## src/rtl/ddc_pkg.sv

```systemverilog
package ddc_pkg;
    localparam int DDC_ADDR_W = 7;
    localparam int DDC_WILD_W = 2;

    typedef enum logic [1:0] {
        AW_FULL  = 2'd0,
        AW_SIX   = 2'd1,
        AW_FIVE  = 2'd2,
        AW_SPARE = 2'd3
    } aw_code_e;
endpackage

```

## src/rtl/ddc_mode_fsm.sv

```systemverilog
module ddc_mode_fsm #(
    parameter int IDLE_VSYNC = 128,
    localparam int CNT_W = $clog2(IDLE_VSYNC + 1)
) (
    input  logic clk,
    input  logic rst_n,
    input  logic scl_in,
    input  logic vs_rise,
    output logic ddc2_o
);
    typedef struct packed {
        logic             ddc2;
        logic             scl_prev;
        logic [CNT_W-1:0] idle_cnt;
    } mode_st_t;

    mode_st_t st_d, st_q;

    always_comb begin
        st_d          = st_q;
        st_d.scl_prev = scl_in;
        if (!st_q.ddc2) begin
            st_d.idle_cnt = '0;
            if (st_q.scl_prev && !scl_in) begin
                st_d.ddc2 = 1'b1;
            end
        end else if (!scl_in) begin
            st_d.idle_cnt = '0;
        end else if (vs_rise) begin
            if (st_q.idle_cnt == CNT_W'(IDLE_VSYNC - 1)) begin
                st_d.ddc2     = 1'b0;
                st_d.idle_cnt = '0;
            end else begin
                st_d.idle_cnt = st_q.idle_cnt + 1'b1;
            end
        end
    end

    always_ff @(posedge clk) begin
        if (!rst_n) begin
            st_q.ddc2     <= 1'b0;
            st_q.scl_prev <= 1'b1;
            st_q.idle_cnt <= '0;
        end else begin
            st_q <= st_d;
        end
    end

    assign ddc2_o = st_q.ddc2;
endmodule

```

## src/rtl/ddc1_shifter.sv

```systemverilog
module ddc1_shifter #(
    parameter int DATA_W = 8,
    localparam int IDX_W = $clog2(DATA_W + 1)
) (
    input  logic              clk,
    input  logic              rst_n,
    input  logic              run,
    input  logic              vs_rise,
    input  logic [DATA_W-1:0] buf_byte,
    output logic              sda_o,
    output logic              req_o
);
    typedef struct packed {
        logic [DATA_W-1:0] shreg;
        logic [IDX_W-1:0]  slot;
        logic              req;
    } shf_st_t;

    shf_st_t st_d, st_q;
    logic    in_tail;

    assign in_tail = (st_q.slot == IDX_W'(DATA_W));

    always_comb begin
        st_d     = st_q;
        st_d.req = 1'b0;
        if (!run) begin
            st_d.slot = IDX_W'(DATA_W);
        end else if (vs_rise) begin
            if (in_tail) begin
                st_d.shreg = buf_byte;
                st_d.slot  = '0;
                st_d.req   = 1'b1;
            end else begin
                st_d.shreg = {st_q.shreg[DATA_W-2:0], 1'b0};
                st_d.slot  = st_q.slot + 1'b1;
            end
        end
    end

    always_ff @(posedge clk) begin
        if (!rst_n) begin
            st_q.shreg <= '0;
            st_q.slot  <= IDX_W'(DATA_W);
            st_q.req   <= 1'b0;
        end else begin
            st_q <= st_d;
        end
    end

    assign sda_o = in_tail | st_q.shreg[DATA_W-1];
    assign req_o = st_q.req;
endmodule

```

## src/rtl/ddc_addr_cmp.sv

```systemverilog
module ddc_addr_cmp
    import ddc_pkg::*;
#(
    parameter bit PROG_WIDTH = 1'b1
) (
    input  logic [DDC_ADDR_W-1:0] own_addr,
    input  logic [1:0]            width_code,
    input  logic [DDC_ADDR_W-1:0] rx_addr,
    output logic                  hit,
    output logic [DDC_WILD_W-1:0] wild
);
    logic [DDC_ADDR_W-1:0] care;

    generate
        if (PROG_WIDTH) begin : g_prog
            always_comb begin
                care = '1;
                case (aw_code_e'(width_code))
                    AW_SIX:  care[0]   = 1'b0;
                    AW_FIVE: care[1:0] = 2'b00;
                    default: care      = '1;
                endcase
            end
        end else begin : g_fixed
            logic unused_code;
            assign unused_code = ^width_code;
            assign care        = '1;
        end
    endgenerate

    assign hit  = ((own_addr ^ rx_addr) & care) == '0;
    assign wild = rx_addr[DDC_WILD_W-1:0] & ~care[DDC_WILD_W-1:0];
endmodule

```

## src/rtl/ddc2_slave.sv

```systemverilog
module ddc2_slave
    import ddc_pkg::*;
#(
    parameter int DATA_W = 8
) (
    input  logic                  clk,
    input  logic                  rst_n,
    input  logic                  active,
    input  logic [DDC_ADDR_W-1:0] a_addr,
    input  logic [1:0]            a_width,
    input  logic [DDC_ADDR_W-1:0] b_addr,
    input  logic                  adr_valid,
    input  logic [DDC_ADDR_W:0]   adr_byte,
    input  logic                  wr_valid,
    input  logic [DATA_W-1:0]     wr_data,
    input  logic                  rd_req,
    input  logic                  stop,
    input  logic [DATA_W-1:0]     tx_a_data,
    input  logic [DATA_W-1:0]     tx_b_data,
    output logic                  adr_ack,
    output logic                  sel_a,
    output logic                  sel_b,
    output logic [DDC_WILD_W-1:0] a_wild,
    output logic [DATA_W-1:0]     rx_a_data,
    output logic                  rx_a_stb,
    output logic [DATA_W-1:0]     rx_b_data,
    output logic                  rx_b_stb,
    output logic [DATA_W-1:0]     rd_data,
    output logic                  rd_stb
);
    localparam int NSLV = 2;

    typedef struct packed {
        logic                  sel_a;
        logic                  sel_b;
        logic                  is_read;
        logic                  ack;
        logic [DDC_WILD_W-1:0] wild;
        logic [DATA_W-1:0]     rx_a;
        logic                  rx_a_stb;
        logic [DATA_W-1:0]     rx_b;
        logic                  rx_b_stb;
        logic [DATA_W-1:0]     rd;
        logic                  rd_stb;
    } slv_st_t;

    slv_st_t st_d, st_q;

    logic [NSLV-1:0]                 hit;
    logic [NSLV-1:0][DDC_WILD_W-1:0] wild;
    logic [NSLV-1:0][DDC_ADDR_W-1:0] own;

    assign own[0] = a_addr;
    assign own[1] = b_addr;

    generate
        for (genvar s = 0; s < NSLV; s++) begin : g_cmp
            ddc_addr_cmp #(.PROG_WIDTH(s == 0)) i_cmp (
                .own_addr  (own[s]),
                .width_code(a_width),
                .rx_addr   (adr_byte[DDC_ADDR_W:1]),
                .hit       (hit[s]),
                .wild      (wild[s])
            );
        end
    endgenerate

    logic unused_wild_b;
    assign unused_wild_b = ^wild[1];

    always_comb begin
        st_d          = st_q;
        st_d.ack      = 1'b0;
        st_d.rx_a_stb = 1'b0;
        st_d.rx_b_stb = 1'b0;
        st_d.rd_stb   = 1'b0;
        if (!active) begin
            st_d.sel_a = 1'b0;
            st_d.sel_b = 1'b0;
        end else if (adr_valid) begin
            st_d.sel_a   = hit[0];
            st_d.sel_b   = !hit[0] && hit[1];
            st_d.is_read = adr_byte[0];
            st_d.ack     = |hit;
            if (hit[0]) begin
                st_d.wild = wild[0];
            end
        end else if (stop) begin
            st_d.sel_a = 1'b0;
            st_d.sel_b = 1'b0;
        end else begin
            if (wr_valid && !st_q.is_read) begin
                if (st_q.sel_a) begin
                    st_d.rx_a     = wr_data;
                    st_d.rx_a_stb = 1'b1;
                end
                if (st_q.sel_b) begin
                    st_d.rx_b     = wr_data;
                    st_d.rx_b_stb = 1'b1;
                end
            end
            if (rd_req && st_q.is_read) begin
                if (st_q.sel_a) begin
                    st_d.rd     = tx_a_data;
                    st_d.rd_stb = 1'b1;
                end else if (st_q.sel_b) begin
                    st_d.rd     = tx_b_data;
                    st_d.rd_stb = 1'b1;
                end
            end
        end
    end

    always_ff @(posedge clk) begin
        if (!rst_n) begin
            st_q <= '0;
        end else begin
            st_q <= st_d;
        end
    end

    assign adr_ack   = st_q.ack;
    assign sel_a     = st_q.sel_a;
    assign sel_b     = st_q.sel_b;
    assign a_wild    = st_q.wild;
    assign rx_a_data = st_q.rx_a;
    assign rx_a_stb  = st_q.rx_a_stb;
    assign rx_b_data = st_q.rx_b;
    assign rx_b_stb  = st_q.rx_b_stb;
    assign rd_data   = st_q.rd;
    assign rd_stb    = st_q.rd_stb;
endmodule

```

## src/rtl/ddc_slave_ctrl.sv

```systemverilog
module ddc_slave_ctrl #(
    parameter int DATA_W     = 8,
    parameter int IDLE_VSYNC = 128
) (
    input  logic              clk,
    input  logic              rst_n,
    input  logic              scl_in,
    input  logic              vsync_in,
    input  logic [DATA_W-1:0] ddc1_byte,
    output logic              ddc1_sda,
    output logic              ddc1_req,
    output logic              ddc2_mode,
    input  logic [6:0]        a_addr,
    input  logic [1:0]        a_width,
    input  logic [6:0]        b_addr,
    input  logic              adr_valid,
    input  logic [7:0]        adr_byte,
    output logic              adr_ack,
    output logic              sel_a,
    output logic              sel_b,
    output logic [1:0]        a_wild,
    input  logic              wr_valid,
    input  logic [DATA_W-1:0] wr_data,
    output logic [DATA_W-1:0] rx_a_data,
    output logic              rx_a_stb,
    output logic [DATA_W-1:0] rx_b_data,
    output logic              rx_b_stb,
    input  logic              rd_req,
    input  logic [DATA_W-1:0] tx_a_data,
    input  logic [DATA_W-1:0] tx_b_data,
    output logic [DATA_W-1:0] rd_data,
    output logic              rd_stb,
    input  logic              stop
);
    typedef struct packed {
        logic vs_prev;
    } edge_st_t;

    edge_st_t ed_d, ed_q;
    logic     vs_rise;
    logic     two_way;
    logic     shf_sda;

    always_comb begin
        ed_d         = ed_q;
        ed_d.vs_prev = vsync_in;
    end

    always_ff @(posedge clk) begin
        if (!rst_n) begin
            ed_q.vs_prev <= 1'b1;
        end else begin
            ed_q <= ed_d;
        end
    end

    assign vs_rise = vsync_in && !ed_q.vs_prev;

    ddc_mode_fsm #(.IDLE_VSYNC(IDLE_VSYNC)) i_mode (
        .clk    (clk),
        .rst_n  (rst_n),
        .scl_in (scl_in),
        .vs_rise(vs_rise),
        .ddc2_o (two_way)
    );

    ddc1_shifter #(.DATA_W(DATA_W)) i_shf (
        .clk     (clk),
        .rst_n   (rst_n),
        .run     (!two_way),
        .vs_rise (vs_rise),
        .buf_byte(ddc1_byte),
        .sda_o   (shf_sda),
        .req_o   (ddc1_req)
    );

    ddc2_slave #(.DATA_W(DATA_W)) i_slv (
        .clk      (clk),
        .rst_n    (rst_n),
        .active   (two_way),
        .a_addr   (a_addr),
        .a_width  (a_width),
        .b_addr   (b_addr),
        .adr_valid(adr_valid),
        .adr_byte (adr_byte),
        .wr_valid (wr_valid),
        .wr_data  (wr_data),
        .rd_req   (rd_req),
        .stop     (stop),
        .tx_a_data(tx_a_data),
        .tx_b_data(tx_b_data),
        .adr_ack  (adr_ack),
        .sel_a    (sel_a),
        .sel_b    (sel_b),
        .a_wild   (a_wild),
        .rx_a_data(rx_a_data),
        .rx_a_stb (rx_a_stb),
        .rx_b_data(rx_b_data),
        .rx_b_stb (rx_b_stb),
        .rd_data  (rd_data),
        .rd_stb   (rd_stb)
    );

    assign ddc2_mode = two_way;
    assign ddc1_sda  = shf_sda | two_way;
endmodule

```

## config.mk

```make
export PLATFORM = sky130hd
export DESIGN_NAME = ddc_slave_ctrl
export DESIGN_NICKNAME = d
export VERILOG_FILES = /design/src/rtl/ddc_pkg.sv /design/src/rtl/ddc_mode_fsm.sv /design/src/rtl/ddc1_shifter.sv /design/src/rtl/ddc_addr_cmp.sv /design/src/rtl/ddc2_slave.sv /design/src/rtl/ddc_slave_ctrl.sv
export SDC_FILE = /design/constraint.sdc
export NUM_CORES = 1
export LEC_CHECK = 0
export ABC_AREA = 1
export BUFFER_PORTS_ARGS = -buffer_cell sky130_fd_sc_hd__buf_2
export CAP_MARGIN = 25
export CORE_ASPECT_RATIO = 0.75
export CORE_UTILIZATION = 55
export CTS_CLUSTER_DIAMETER = 60
export DETAILED_ROUTE_END_ITERATION = 8
export GPL_ROUTABILITY_DRIVEN = 0
export PLACE_DENSITY = 0.84
export SETUP_SLACK_MARGIN = 0.15
export SYNTH_ARGS = -nofsm -noshare
export SYNTH_HDL_FRONTEND = slang
export SYNTH_HIERARCHICAL = 1
export SYNTH_SLANG_ARGS = --single-unit
```

## constraint.sdc

```tcl
create_clock -name clk -period 1.97 [get_ports clk]
set_clock_uncertainty 0.15 [all_clocks]
set_input_delay 0 -clock clk [delete_from_list [all_inputs] [get_ports clk]]
set_output_delay 0 -clock clk [all_outputs]
set_load 0.1 [all_outputs]
```

After elaboration in Yosys (flattened, before gate mapping)
Index checks and enable logic that the tools add are counted.

Logic and storage cells: 82. Output and inout port bits: 35. Flip-flop bits (word level): 57. Input bits: 64.

Add/sub/neg operators: 2. Equality and inequality tests: 4. Bitwise logic cells: 14. Muxes and demuxes: 16. Reduce and logical (&&, ||, !) cells: 28.

Operator list (number): two-way mux 9 bit (2); AND reduction 5 bit (3); logical NOT 7 bit (2); bitwise XOR 7 bit (2); two-way mux 12 bit (1); two-way mux 1 bit (10); OR reduction 5 bit (2); AND reduction 3 bit (3); adder 8 x 1 -> 8 bit, second input constant (1); equality test 8 x 7 -> 1 bit, second input constant (1); two-way mux 8 bit (1); AND 7 bit (1); inverter 1 bit (7); AND reduction 2 bit (3); OR reduction 2 bit (3); logical AND 1 bit (5); adder 4 x 1 -> 4 bit, second input constant (1); equality test 4 bit, second input constant (1); logical NOT 1 bit (4); two-way mux 2 bit (2); nonzero test 2 bit (2); OR reduction 3 bit (1); AND 2 bit (1); equality test 2 x 1 -> 1 bit, second input constant (1); 3 further kinds (4).

Logic depth before layout (Yosys ltp)
Gate-level depths: netlist of run 1.

Depth in word-level cells: 8. Gate-level depth with buffers: 9. Depth with buffers taken out: 9.

Modules after synthesis
Netlist of run 1, hierarchy kept.

Modules (own cells, without submodules): ddc2_slave (instances 1, sequential area each 660.6 um^2, area each 1695.4 um^2, cells an instance 248); ddc1_shifter (instances 1, sequential area each 260.2 um^2, area each 685.7 um^2, cells an instance 101); ddc_mode_fsm (instances 1, sequential area each 200.2 um^2, area each 485.5 um^2, cells an instance 70); ddc_addr_cmp at i_slv.g_cmp[1].i_cmp (instances 1, sequential area each 0.0 um^2, area each 158.9 um^2, cells an instance 38); ddc_addr_cmp at i_slv.g_cmp[0].i_cmp (instances 1, sequential area each 0.0 um^2, area each 146.4 um^2, cells an instance 30); ddc_slave_ctrl (instances 1, sequential area each 20.0 um^2, area each 45.0 um^2, cells an instance 7).

Worst setup path before layout of run 1
No wires, ideal clock.

Path kind: register to output. From: reg i_mode.st_q (netlist bit i_mode/ddc2_o). To: out ddc1_sda. Data arrival time: 1.967 ns. Required time: 1.820 ns. Path slack: -0.147 ns. Cell stages (with the launch flop): 3. Buffers on the path: 0. Cells stage by stage: dfxtp_1 > inv_1 > nand2_1.

Longest elaborated chain between the ends: 1.

RTL lines: start, declared (line ddc_mode_fsm.sv:17) `mode_st_t st_d, st_q;`; start signal, assigned (line ddc_mode_fsm.sv:45) `st_q <= st_d;`; OR 1 bit (line ddc_slave_ctrl.sv:105) `assign ddc1_sda = shf_sda | two_way;`; end, declared (line ddc_slave_ctrl.sv:10) `output logic ddc1_sda,`.

No other way between the ends.

Final worst setup path of run 1
From: in a_addr[2]. To: reg i_slv.st_q (netlist bit i_slv/sel_a).

Longest elaborated chain between the ends: 4.

RTL lines: start, declared (line ddc_slave_ctrl.sv:13) `input logic [6:0] a_addr,`; bitwise XOR 7 bit (line ddc_addr_cmp.sv:31) `assign hit = ((own_addr ^ rx_addr) & care) == '0;`; AND 7 bit (line ddc_addr_cmp.sv:31); logical NOT 7 bit (line ddc_addr_cmp.sv:31); via i_slv.hit[0] (line ddc2_slave.sv:49) `logic [NSLV-1:0] hit;`; two-way mux 2 bit (line ddc2_slave.sv:80) `end else if (adr_valid) begin`; end signal, assigned (line ddc2_slave.sv:118) `st_q <= st_d;`; end, declared (line ddc2_slave.sv:47) `slv_st_t st_d, st_q;`.

The timed path passes the listed nets, and every way through them passes these cells. A chain may end at the register's enable or synchronous reset.

==> flow_metrics.tcl, run 1 <==
set metrics [dict create \
    nets 690 \
    via_per_inst 5.03 \
    grt_pass1_wl_um 14100 \
    dp_hpwl_um 5190 \
    num_antenna_cells 0 \
    arrival_ns 1.89 \
    crit_chain "dlygate4sd3_1, buf_2, xnor2_2, nand3_2, nor2_4, nand2_1, a21oi_1, dlygate4sd3_1" \
    cp.required_ns 2.09 \
    numCtsBuffers 9 \
    numPortBuffers 98 \
    cp-end-kind "register" \
    first_global_vias 3226 \
    r2r_slack_ns 0.25 \
    cts.sink_count 57 \
    path_buf_inv 3 \
    cp_common_cell "dlygate4sd3_1" \
    leakage_nw 2.32 \
    fillers 319 \
    finalWirelength_um 8950 \
    cpMaxStageDelayCell "dlygate4sd3_1" \
    internal_power_mw 2.39 \
    critPathLaunchType "input port" \
    path_max_fanout 5 \
    slew_violations 0 \
    rsz0062_at_grt "yes" \
    synth_area_per_cell_um2 6.51 \
    p_clk_share_pct 49.0 \
    dieWidth_um 90.1 \
    cts_tree "done" \
    cts_root_buf "clkbuf_8" \
    grt_max_degree 31 \
    drtPass1Iterations 4 \
    drtIter0Drc 282 \
    finalCriticalPeriod_ns 1.76 \
    cap_violations 0 \
    vdd.ir_drop.worst_v 0.000728 \
    vias 3534 \
    slew-limit-headroom_pct 66.8 \
    clkTransAtPathRegs_ns 0.07 \
    syn_nets 559 \
    core_area_um2 5470 \
    syn2layout_area_growth_pct 38.9 \
    io_pins 99 \
    final_core_util_pct 81.2 \
    drive_gt1_share_pct 24.9 \
    swShare_pct 23.1 \
    r2r_cells 6 \
    tightest_slew_ns 0.498 \
    criticalPathCategory "input port to register" \
    wl_per_cell_um 12.8 \
    status "finished, final reports clean" \
    p_per_area_nw_per_um2 699 \
    antenna_found_initial 0 \
    hold_depth 6 \
    grt_overflow_total 0 \
    finalCritPeriodShare_pct 89.6 \
    finalSetupViolations 0 \
    clock_latency_ns 0.34 \
    row_count 23 \
    slowest_delay_ns 0.59 \
    dieArea_um2 6130 \
    fin_setup_tns_ns 0 \
    die_h_um 68.0 \
    fmax_mhz 567 \
    hold_path.class "input port to register" \
    switchingPower_uw 716 \
    ys_warn_count 6 \
    cp.depth 8 \
    initial_utilization_pct 58.5 \
    power_frac_comb_pct 13.0 \
    grt_use_total_pct 29.6 \
    hold_violations 0 \
    h-tree-depth 3 \
    syn_inst 491 \
    worst_path_dominant_cell_family "buffers and inverters" \
    drc 0 \
    cts_buffer_depth 2 \
    ant_nets 0 \
    p_seq_share_pct 38.0 \
    syn_area_um2 3200 \
]
## layout make-up
type | count | area (um^2) | area share, %
Sequential cell | 57 | 1150 | 25.9
Inverter | 74 | 284 | 6.39
Clock buffer | 11 | 151 | 3.41
Tap cell | 75 | 93.8 | 2.11
Timing Repair Buffer | 158 | 1080 | 24.4
Clock inverter | 5 | 125 | 2.82
Multi-Input combinational cell | 322 | 1550 | 35.0
## worst register-to-register path: cells and delay by family (launching register included)
kind                   cells  cell delay [ns]
and+or+nand+nor            4             0.29
DFF                        1             0.45
buffers and inverters      2             0.72
## sequential cells by signal, summed over array words and instances (netlist names), 2 cells and up
register	flops
i_slv/a_wild	2
i_slv/rx_a_data	8
i_slv/rd_data	8
i_slv/rx_b_data	8
i_mode/st_q	9
i_shf/st_q	12
## routing by layer
layer	GRT usage (%)	share of wire [%]	vias to the layer above	routed length [um]
li1	-	-	1744	-
met1	32.9	40	1579	3570
met2	51.7	49	173	4380
met3	10.3	7.8	38	694
met4	14.9	3.5	0	310
met5	0	0	-	0
## power by group through the flow
stage               Sequential (mW)  Clock (mW)  Combinational [mW]
global placement               1.21           0               0.284
detailed placement             1.21           0               0.290
global route                   1.18        1.60               0.441
CTS                            1.18        1.54               0.370
floorplan                      1.22           0               0.169
finish                         1.18        1.52               0.404
## cell usage in the layout, fill, tap and decap left out, drive strengths merged
cell type      n
nand2        142
buf          107
nor2          93
inv           73
dfxtp         57
dlygate4sd3   51
nand3         27
nand4         25
a21oi         14
clkbuf        11
xnor2          6
bufinv         4
ha             4
o21ai          4
nor3           3
or2            2
clkinv         1
xor2           1
clkinvlp       1
o21bai         1
## worst paths after layout
kind                      startpoint                 end
setup reg to reg         i_slv/sel_a    i_slv/rd_data[4]
hold reg to reg   i_slv/rx_b_data[1]  i_slv/rx_b_data[1]
hold / removal             a_addr[5]       i_slv/adr_ack
setup / recovery           a_addr[2]         i_slv/sel_a
## through the flow
stage	cell area, um^2	std cells	setup slack (ns)	total power, mW	hold slack, ns
after floorplan	3200	491	0.218	1.39	-0.0812
after global placement	3540	628	0.407	1.49	0.0589
after detailed placement	3540	628	0.363	1.50	0.0643
after CTS	4350	695	0.163	3.09	0.00457
after global routing	4440	702	0.150	3.23	0.0214
final	4440	702	0.205	3.10	0.000201
## repair_timing
| action | CTS | global route |
|---|---|---|
| resized for setup | 3 | 10 |
| hold buffers | 51 | 0 |
| pin swaps | 0 | 5 |
| buffers inserted | 0 | 7 |
| hold endpoints to repair | 56 | 0 |
| setup endpoints to repair | 1 | 6 |
(Power assumes the default switching activity.)
==> inputs of run 2 (changes only) <==
CTS_CLUSTER_SIZE = 40   (was default)
PLACE_DENSITY = 0.89   (was 0.84)
==> run 2 against run 1 <==
Largest cell class unchanged. Sequential share of layout area is 0.44 points higher. Critical endpoint is now i_slv/rd_data[7]. Routed wire length is 2.8% higher. Fmax is 3.7% lower. First-iteration DRC count is 1.8% higher.
==> flow_metrics.tcl, run 2 (synthesized netlist as in run 1, its figures left out) <==
set metrics [dict create \
    drc 0 \
    cts_buffer_depth 2 \
    hold_path.class "input port to register" \
    dp_hpwl_um 5200 \
    ant_nets 0 \
    clock_latency_ns 0.34 \
    finalWirelength_um 9200 \
    status "finished, final reports clean" \
    numPortBuffers 98 \
    grt_use_total_pct 27.8 \
    wl_per_cell_um 13.0 \
    antenna_found_initial 0 \
    cts.sink_count 57 \
    grt_overflow_total 0 \
    grt_max_degree 20 \
    core_area_um2 5470 \
    finalCriticalPeriod_ns 1.83 \
    criticalPathCategory "register to register" \
    swShare_pct 25.6 \
    p_clk_share_pct 42.3 \
    path_max_fanout 8 \
    nets 693 \
    fin_setup_tns_ns 0 \
    first_global_vias 3213 \
    cp-end-kind "register" \
    largest_register_ff_count 12 \
    num_antenna_cells 0 \
    row_count 23 \
    cpMaxStageDelayCell "dlygate4sd3_1" \
    h-tree-depth 3 \
    drtPass1Iterations 5 \
    worst_path_dominant_cell_family "buffers and inverters" \
    finalSetupViolations 0 \
    die_h_um 68.0 \
    vdd.ir_drop.worst_v 0.000378 \
    path_buf_inv 3 \
    cts_tree "done" \
    cap_violations 0 \
    clkTransAtPathRegs_ns 0.07 \
    rsz0062_at_grt "yes" \
    slowest_delay_ns 0.58 \
    placed_area_um2 3540 \
    crit_chain "buf_4, buf_4, nand2_1, nand2_1, dlygate4sd3_1, nor2_1, nor2_1" \
    critPathLaunchType "register" \
    fmax_mhz 546 \
    power_frac_comb_pct 14.5 \
    internal_power_mw 2.03 \
    final_common_cell "nand2_1" \
    drtIter0Drc 287 \
    dieArea_um2 6130 \
    tightest_slew_ns 0.508 \
    drive_gt1_share_pct 25.1 \
    layout_common_cells "nand2_1 (136), buf_2 (97), nor2_1 (82)" \
    top_register "i_shf/st_q" \
    slew-limit-headroom_pct 66.3 \
    grt_pass1_wl_um 13400 \
    arrival_ns 1.92 \
    cts_root_buf "clkbuf_8" \
    fin_area_um2 4370 \
    numCtsBuffers 9 \
    leakage_nw 2.32 \
    p_seq_share_pct 43.2 \
    slew_violations 0 \
    p_per_area_nw_per_um2 626 \
    dieWidth_um 90.1 \
    hold_violations 0 \
    initial_utilization_pct 58.5 \
    finalCritPeriodShare_pct 93.0 \
    vias 3568 \
    biggestRegsByFlops "i_shf/st_q (12), i_mode/st_q (9)" \
    cp.required_ns 2.05 \
    syn2layout_area_growth_pct 36.6 \
    via_per_inst 5.06 \
    io_pins 99 \
    switchingPower_uw 699 \
]
==> run 2: cell types whose count changed in the layout (fill, tap and decap cells not counted), sizes merged <==
cell,change
dlygate4sd3,-3
clkbuf,+1
buf,+6
bufinv,-3
clkinvlp,+2
==> run 2: worst paths after layout <==
| check | startpoint | end | slack [ns] | cells past startpoint |
|---|---|---|---|---|
| setup / recovery | i_slv/sel_a | i_slv/rd_data[7] | 0.14 | 7 |
| hold / removal | b_addr[4] | i_slv/sel_b | 0.04 | 7 |
| setup reg to reg | i_slv/sel_a | i_slv/rd_data[7] | 0.14 | 7 |
| hold reg to reg | i_slv/rx_b_data[4] | i_slv/rx_b_data[4] | 0.33 | 2 |
==> run 2: power groups by stage <==
stage               combinational [mW]  sequential [mW]  clock (mW)
detailed placement               0.292             1.21           0
global route                     0.430             1.18        1.25
global placement                 0.283             1.21           0
floorplan                        0.169             1.22           0
finish                           0.397             1.18        1.16
CTS                              0.355             1.18        1.16
==> run 2: timing repair <==
action	CTS	global route
cloned	0	0
endpoints found under the setup margin	1	10
resized for setup	3	5
hold buffers	48	0
endpoints found under the hold margin	54	0
buffers inserted	0	13
pin swaps	0	3
==> run 2: through the flow <==
step | std cells | power [mW] | worst slack, ns | hold WS [ns] | utilization, %
after floorplan | 491 | 1.39 | 0.218 | -0.0812 | -
after global placement | 628 | 1.49 | 0.419 | 0.0510 | 64.8
after detailed placement | 628 | 1.50 | 0.339 | 0.0620 | 64.8
after CTS | 692 | 2.69 | 0.184 | 0.000115 | 77.8
after global routing | 705 | 2.86 | 0.0840 | 0.0437 | 79.9
final | 705 | 2.73 | 0.138 | 0.0436 | 79.9
==> run 2: layer usage <==
layer	part of all wire (%)	vias to the layer above	track usage (%)
met2	49	217	52.4
met4	4.6	0	14.9
li1	-	1747	-
met5	0	-	0
met1	39	1553	29.8
met3	7.8	51	6.67
==> run 2: area by class of cell <==
cell class                      count  area (um^2)
Clock buffer                       12          165
Clock inverter                      4         50.0
Fill cell                         347         1100
Inverter                           74          284
Multi-Input combinational cell    322         1530
Sequential cell                    57         1150
Tap cell                           75         93.8
Timing Repair Buffer              161         1100
==> run 2: worst reg2reg max path, cell delays in order (launching register included) <==
cell           delay (ns)
dfxtp_4              0.39
buf_4                0.16
buf_4                0.14
nand2_1              0.06
nand2_1              0.06
dlygate4sd3_1        0.58
nor2_1               0.12
nor2_1               0.06
